### config.mk
export PLATFORM = sky130hd
export DESIGN_NAME = bm_dma_regs
export DESIGN_NICKNAME = d
export VERILOG_FILES = /design/src/rtl/bm_regs_pkg.sv /design/src/rtl/bmr_ctl_reg.sv /design/src/rtl/bmr_stat_reg.sv /design/src/rtl/bmr_ptr_reg.sv /design/src/rtl/bm_dma_regs.sv
export SDC_FILE = /design/constraint.sdc
export NUM_CORES = 1
export LEC_CHECK = 0
export ABC_AREA = 1
export BUFFER_PORTS_ARGS = -buffer_cell sky130_fd_sc_hd__clkbuf_2
export CORE_MARGIN = 2
export CORE_UTILIZATION = 37
export DETAILED_ROUTE_END_ITERATION = 12
export SYNTH_ARGS = -nofsm -noshare
export SYNTH_HDL_FRONTEND = slang
export SYNTH_HIERARCHICAL = 1
export SYNTH_SLANG_ARGS = --single-unit
### constraint.sdc
create_clock -name clk -period 1.5 [get_ports clk]
set_clock_uncertainty 0.15 [all_clocks]
set_input_delay 0.075 -clock clk [delete_from_list [all_inputs] [get_ports clk]]
set_output_delay 0.075 -clock clk [all_outputs]
set_load 0.05 [all_outputs]
### src/rtl/bm_regs_pkg.sv
package bm_regs_pkg;
  // control byte bit positions
  localparam int CTL_START = 0;
  localparam int CTL_DIR   = 3;
  // status byte bit positions
  localparam int ST_ACT    = 0;
  localparam int ST_ERR    = 1;
  localparam int ST_INT    = 2;
  localparam int ST_CAP_LO = 5;
  localparam int NUM_DRV   = 2;
  // byte lanes inside word 0
  localparam int LANE_CTL  = 0;
  localparam int LANE_ST   = 2;
endpackage

### src/rtl/bmr_ctl_reg.sv
module bmr_ctl_reg
  import bm_regs_pkg::*;
(
  input  logic       clk,
  input  logic       rst,
  input  logic       wr,
  input  logic [7:0] wdata,
  output logic       start_q,
  output logic       dir_q,
  output logic       start_nxt,
  output logic [7:0] ctl_byte
);
  always_comb start_nxt = wr ? wdata[CTL_START] : start_q;

  always_ff @(posedge clk) begin
    if (rst) begin
      start_q <= 1'b0;
      dir_q   <= 1'b0;
    end else begin
      start_q <= start_nxt;
      // direction may only change while the channel is stopped
      if (wr && !start_q) dir_q <= wdata[CTL_DIR];
    end
  end

  always_comb begin
    ctl_byte = '0;
    ctl_byte[CTL_START] = start_q;
    ctl_byte[CTL_DIR]   = dir_q;
  end
endmodule

### src/rtl/bmr_stat_reg.sv
module bmr_stat_reg
  import bm_regs_pkg::*;
(
  input  logic               clk,
  input  logic               rst,
  input  logic               wr,
  input  logic [7:0]         wdata,
  input  logic               start_nxt,
  input  logic               busy,
  input  logic               err_evt,
  input  logic               int_evt,
  output logic               act_f,
  output logic               err_f,
  output logic               int_f,
  output logic [NUM_DRV-1:0] cap_f,
  output logic [7:0]         stat_byte
);
  logic clr_err, clr_int;
  always_comb begin
    clr_err = wr && wdata[ST_ERR];
    clr_int = wr && wdata[ST_INT];
  end

  always_ff @(posedge clk) begin
    if (rst) begin
      act_f <= 1'b0;
      err_f <= 1'b0;
      int_f <= 1'b0;
      cap_f <= '0;
    end else begin
      act_f <= start_nxt && busy;
      // a new event outranks a simultaneous software clear
      err_f <= err_evt || (err_f && !clr_err);
      int_f <= int_evt || (int_f && !clr_int);
      if (wr) cap_f <= wdata[ST_CAP_LO +: NUM_DRV];
    end
  end

  always_comb begin
    stat_byte = '0;
    stat_byte[ST_ACT] = act_f;
    stat_byte[ST_ERR] = err_f;
    stat_byte[ST_INT] = int_f;
    stat_byte[ST_CAP_LO +: NUM_DRV] = cap_f;
  end
endmodule

### src/rtl/bmr_ptr_reg.sv
module bmr_ptr_reg #(
  parameter int PTR_W   = 32,
  parameter int ALIGN_B = 2
) (
  input  logic               clk,
  input  logic               rst,
  input  logic               wr,
  input  logic [PTR_W/8-1:0] be,
  input  logic [PTR_W-1:0]   wdata,
  output logic [PTR_W-1:0]   ptr_q
);
  localparam int LANES = PTR_W / 8;
  logic [PTR_W-1:0] raw_q;

  for (genvar g = 0; g < LANES; g++) begin : g_lane
    always_ff @(posedge clk) begin
      if (rst) raw_q[g*8 +: 8] <= '0;
      else if (wr && be[g]) raw_q[g*8 +: 8] <= wdata[g*8 +: 8];
    end
  end

  always_comb begin
    ptr_q = raw_q;
    ptr_q[ALIGN_B-1:0] = '0;
  end
endmodule

### src/rtl/bm_dma_regs.sv
module bm_dma_regs
  import bm_regs_pkg::*;
#(
  parameter int DW      = 32,
  parameter int AW      = 3,
  parameter int ALIGN_B = 2
) (
  input  logic          clk,
  input  logic          rst,
  input  logic          bus_wr,
  input  logic          bus_rd,
  input  logic [AW-1:0] bus_addr,
  input  logic [DW/8-1:0] bus_be,
  input  logic [DW-1:0] bus_wdata,
  output logic [DW-1:0] bus_rdata,
  input  logic          eng_busy,
  input  logic          eng_err_evt,
  input  logic          eng_int_evt,
  output logic          start,
  output logic          dir_to_mem,
  output logic          irq,
  output logic          cpl_ok,
  output logic [DW-1:0] tbl_ptr
);
  localparam int WSEL = 2;

  logic sel_w1, ctl_wr, stat_wr, ptr_wr;
  logic start_nxt;
  logic [7:0] ctl_byte, stat_byte;
  logic act_f, err_f, int_f;
  logic [NUM_DRV-1:0] cap_f;
  logic [DW-1:0] word0;

  always_comb begin
    sel_w1  = bus_addr[WSEL];
    ctl_wr  = bus_wr && !sel_w1 && bus_be[LANE_CTL];
    stat_wr = bus_wr && !sel_w1 && bus_be[LANE_ST];
    ptr_wr  = bus_wr && sel_w1;
  end

  bmr_ctl_reg u_ctl (
    .clk(clk), .rst(rst), .wr(ctl_wr), .wdata(bus_wdata[LANE_CTL*8 +: 8]),
    .start_q(start), .dir_q(dir_to_mem), .start_nxt(start_nxt), .ctl_byte(ctl_byte)
  );

  bmr_stat_reg u_stat (
    .clk(clk), .rst(rst), .wr(stat_wr), .wdata(bus_wdata[LANE_ST*8 +: 8]),
    .start_nxt(start_nxt), .busy(eng_busy), .err_evt(eng_err_evt),
    .int_evt(eng_int_evt), .act_f(act_f), .err_f(err_f), .int_f(int_f),
    .cap_f(cap_f), .stat_byte(stat_byte)
  );

  bmr_ptr_reg #(.PTR_W(DW), .ALIGN_B(ALIGN_B)) u_ptr (
    .clk(clk), .rst(rst), .wr(ptr_wr), .be(bus_be), .wdata(bus_wdata), .ptr_q(tbl_ptr)
  );

  always_comb begin
    word0 = '0;
    word0[LANE_CTL*8 +: 8] = ctl_byte;
    word0[LANE_ST*8 +: 8]  = stat_byte;
    irq    = int_f;
    cpl_ok = int_f && !act_f && !err_f;
  end

  always_ff @(posedge clk) begin
    if (rst) bus_rdata <= '0;
    else if (bus_rd) bus_rdata <= sel_w1 ? tbl_ptr : word0;
  end
endmodule

==> flow_summary.json <==
{
  "grt_use_total_pct": 18.3,
  "pin_count": 114,
  "initial_core_util_pct": 37.7,
  "rrSetupSlack_ns": 0.11,
  "fin_crit_ns": 1.47,
  "n_fill_cell": 816,
  "cp-end-kind": "register",
  "clkSlewWorstSetupHoldPaths_ns": 0.07,
  "clk_path_buf_depth": 2,
  "fp-row-count": 33,
  "clock_latency_ns": 0.33,
  "synthArstFlopShare_pct": 0,
  "grt_overflow_total": 0,
  "area_delta_synth_final_pct": 36.4,
  "rr_endpoint": "u_stat/act_f$_SDFF_PP0_",
  "io_buffer_count": 108,
  "drive_gt1_share_pct": 22.9,
  "grt_max_degree": 27,
  "crit_fanout": 14,
  "coreArea_um2": 8130,
  "synth-seq-cells": 69,
  "r2r_start": "u_ctl/start_q$_SDFF_PP0_",
  "rr_worst_depth": 5,
  "grt_pass1_vias": 2827,
  "cap_violations": 0,
  "routedWlPerCell_um": 11.0,
  "p_per_area_nw_per_um2": 1040,
  "vias_per_cell": 4.24,
  "cts_made_buffers": 9,
  "root_buffer": "clkbuf_8",
  "ys_warn_count": 6,
  "slew_viol_final": 0,
  "worstHoldStart": "rst",
  "synth_edf_count": 0,
  "drc": 0,
  "first_iter_violations": 111,
  "synth_area_um2": 3060,
  "ant_nets": 0,
  "cts_max_level": 3,
  "place_hpwl_mm": 5.39,
  "antennaDiodeCount": 0,
  "routed_wl_mm": 7.80,
  "p_leak_nw": 2.26,
  "hp-class": "in2reg",
  "antenna_found_initial": 0,
  "syn_avg_cell_area_um2": 6.63,
  "place.gp.congestion": 0.768,
  "fmax_mhz": 679,
  "synth_top_area_share_pct": 45.1,
  "path_class": "in2reg",
  "finish.instance_area_um2": 4180,
  "final_nets": 645,
  "yosysUniqueCellTypes": 17,
  "synth_top_area_cell": "dfxtp_1",
  "setup_tns_ns": 0,
  "cts_setup_buffers": 0,
  "required_ns": 1.62,
  "whs_path_depth": 5,
  "worst_pin_slew_ns": 0.531,
  "status": "completed",
  "cts_sinks": 69,
  "start_kind": "input port",
  "fp.dieH_um": 95.0,
  "seq_area_frac_synth_pct": 45.1,
  "die_w_um": 95.0,
  "dpl_cell_area_um2": 3570,
  "cts_tree": "done",
  "layout_worst_path_cycle_share_pct": 98.1,
  "grt_pass1_wl_mm": 12.9,
  "synth-main-ff-cell": "dfxtp_1",
  "holdPathEnd": "u_ptr/ptr_q[24]$_SDFFE_PP0P_",
  "syn_inst": 462,
  "hold_ws_ns": 0.0308,
  "vias": 3001,
  "rsz0062_at_grt": "no",
  "dr.pass1.iters": 4,
  "ir_drop_v": 0.000538,
  "synthTopCellsByArea": "dfxtp_1, nand2_1, nor2_1",
  "arrival_ns": 1.59,
  "dieArea_um2": 9030,
  "setup_viol": 0,
  "slew_headroom_pct": 64.5,
  "finalHoldViolations": 0
}
[worst max path at each step]
stage / from / endpoint / cells after the start
3_5_place_dp: bus_addr[2] / u_ptr/ptr_q[23]$_SDFFE_PP0P_ / 6
3_3_place_gp: bus_addr[2] / u_ptr/ptr_q[23]$_SDFFE_PP0P_ / 6
5_1_grt: rst / u_stat/cap_f[0]$_SDFFE_PP0P_ / 5
2_1_floorplan: u_stat/int_f$_SDFF_PP0_ / cpl_ok / 1
6_report: rst / u_stat/cap_f[0]$_SDFFE_PP0P_ / 5
4_1_cts: u_stat/int_f$_SDFF_PP0_ / cpl_ok / 2
[stage by stage]
step                setup WS (ns)  util (%)  std cells  power [mW]
floorplan                  0.0462         -        470        2.61
global placement            0.246      43.9        653        2.77
global route              0.00101      51.4        708        4.56
finish                     0.0280      51.4        708        4.34
CTS                        0.0596      51.3        708        4.39
detailed placement          0.219      43.9        653        2.78
[cells by family after synthesis]
family	after synthesis	share of synthesized area (%)
compound gates	22	3.72
buf+inv	96	15.8
flops	69	45.1
other cells	3	0.367
simple gates	272	35.0
[layout make-up]
cell class	count	area (um^2)	share of cell area, %
Sequential cell	69	1380	33.1
Multi-Input combinational cell	305	1240	29.7
Timing Repair Buffer	157	1010	24.2
Inverter	57	214	5.12
Clock buffer	11	151	3.62
Tap cell	105	131	3.14
Clock inverter	4	47.5	1.14
[cell usage after synthesis (2+ instances only)]
| cell | n |
|---|---|
| and3_1 | 2 |
| buf_4 | 22 |
| inv_1 | 56 |
| clkbuf_4 | 2 |
| dfxtp_1 | 69 |
| nor2_1 | 94 |
| nand2_1 | 141 |
| clkbuf_1 | 3 |
| nand3_1 | 33 |
| a21oi_1 | 21 |
| conb_1 | 3 |
| buf_2 | 9 |
| buf_6 | 3 |
[worst max-delay path: stages]
cell and delay [ns]:
clkbuf_2 0.10, dlygate4sd3_1 0.57, buf_6 0.16, a21oi_1 0.12
dlygate4sd3_1 0.58
[sequential cells by signal (all words and copies together), names as in the netlist]
signal and cells:
bus_rdata 32, u_ctl/dir_q 1, u_ctl/start_q 1, u_stat/cap_f 2, u_ptr/ptr_q 30, u_stat/act_f 1
u_stat/err_f 1, u_stat/int_f 1
[routing by layer]
metal	part of all wire [%]	track usage, %
met3	4.7	4.55
met2	49	31.3
met1	46	22.2
met5	0	0
met4	0.53	6.40
[placed cells by master, fill, tap and decap left out, drive strengths merged]
master         n
bufinv         1
dfxtp         69
nor2          94
nand3         33
inv           57
nor3b          1
buf            9
and3           2
clkinvlp       1
dlygate4sd3   40
conb          11
clkinv         2
nand2        142
a21oi         22
clkbuf       119
[power breakdown]
| part | internal [mW] | switching (mW) | total, mW |
|---|---|---|---|
| Clock | 0.844 | 0.671 | 1.52 |
| Sequential | 1.92 | 0.0578 | 1.98 |
| Combinational | 0.268 | 0.578 | 0.846 |
[timing repair]
action | 4_1_cts | 5_1_grt
setup endpoints to repair | 0 | 4
resized for setup | 0 | 3
hold buffers | 40 | 0
endpoints found under the hold margin | 47 | 0
Power figures use the tool's default switching activity.
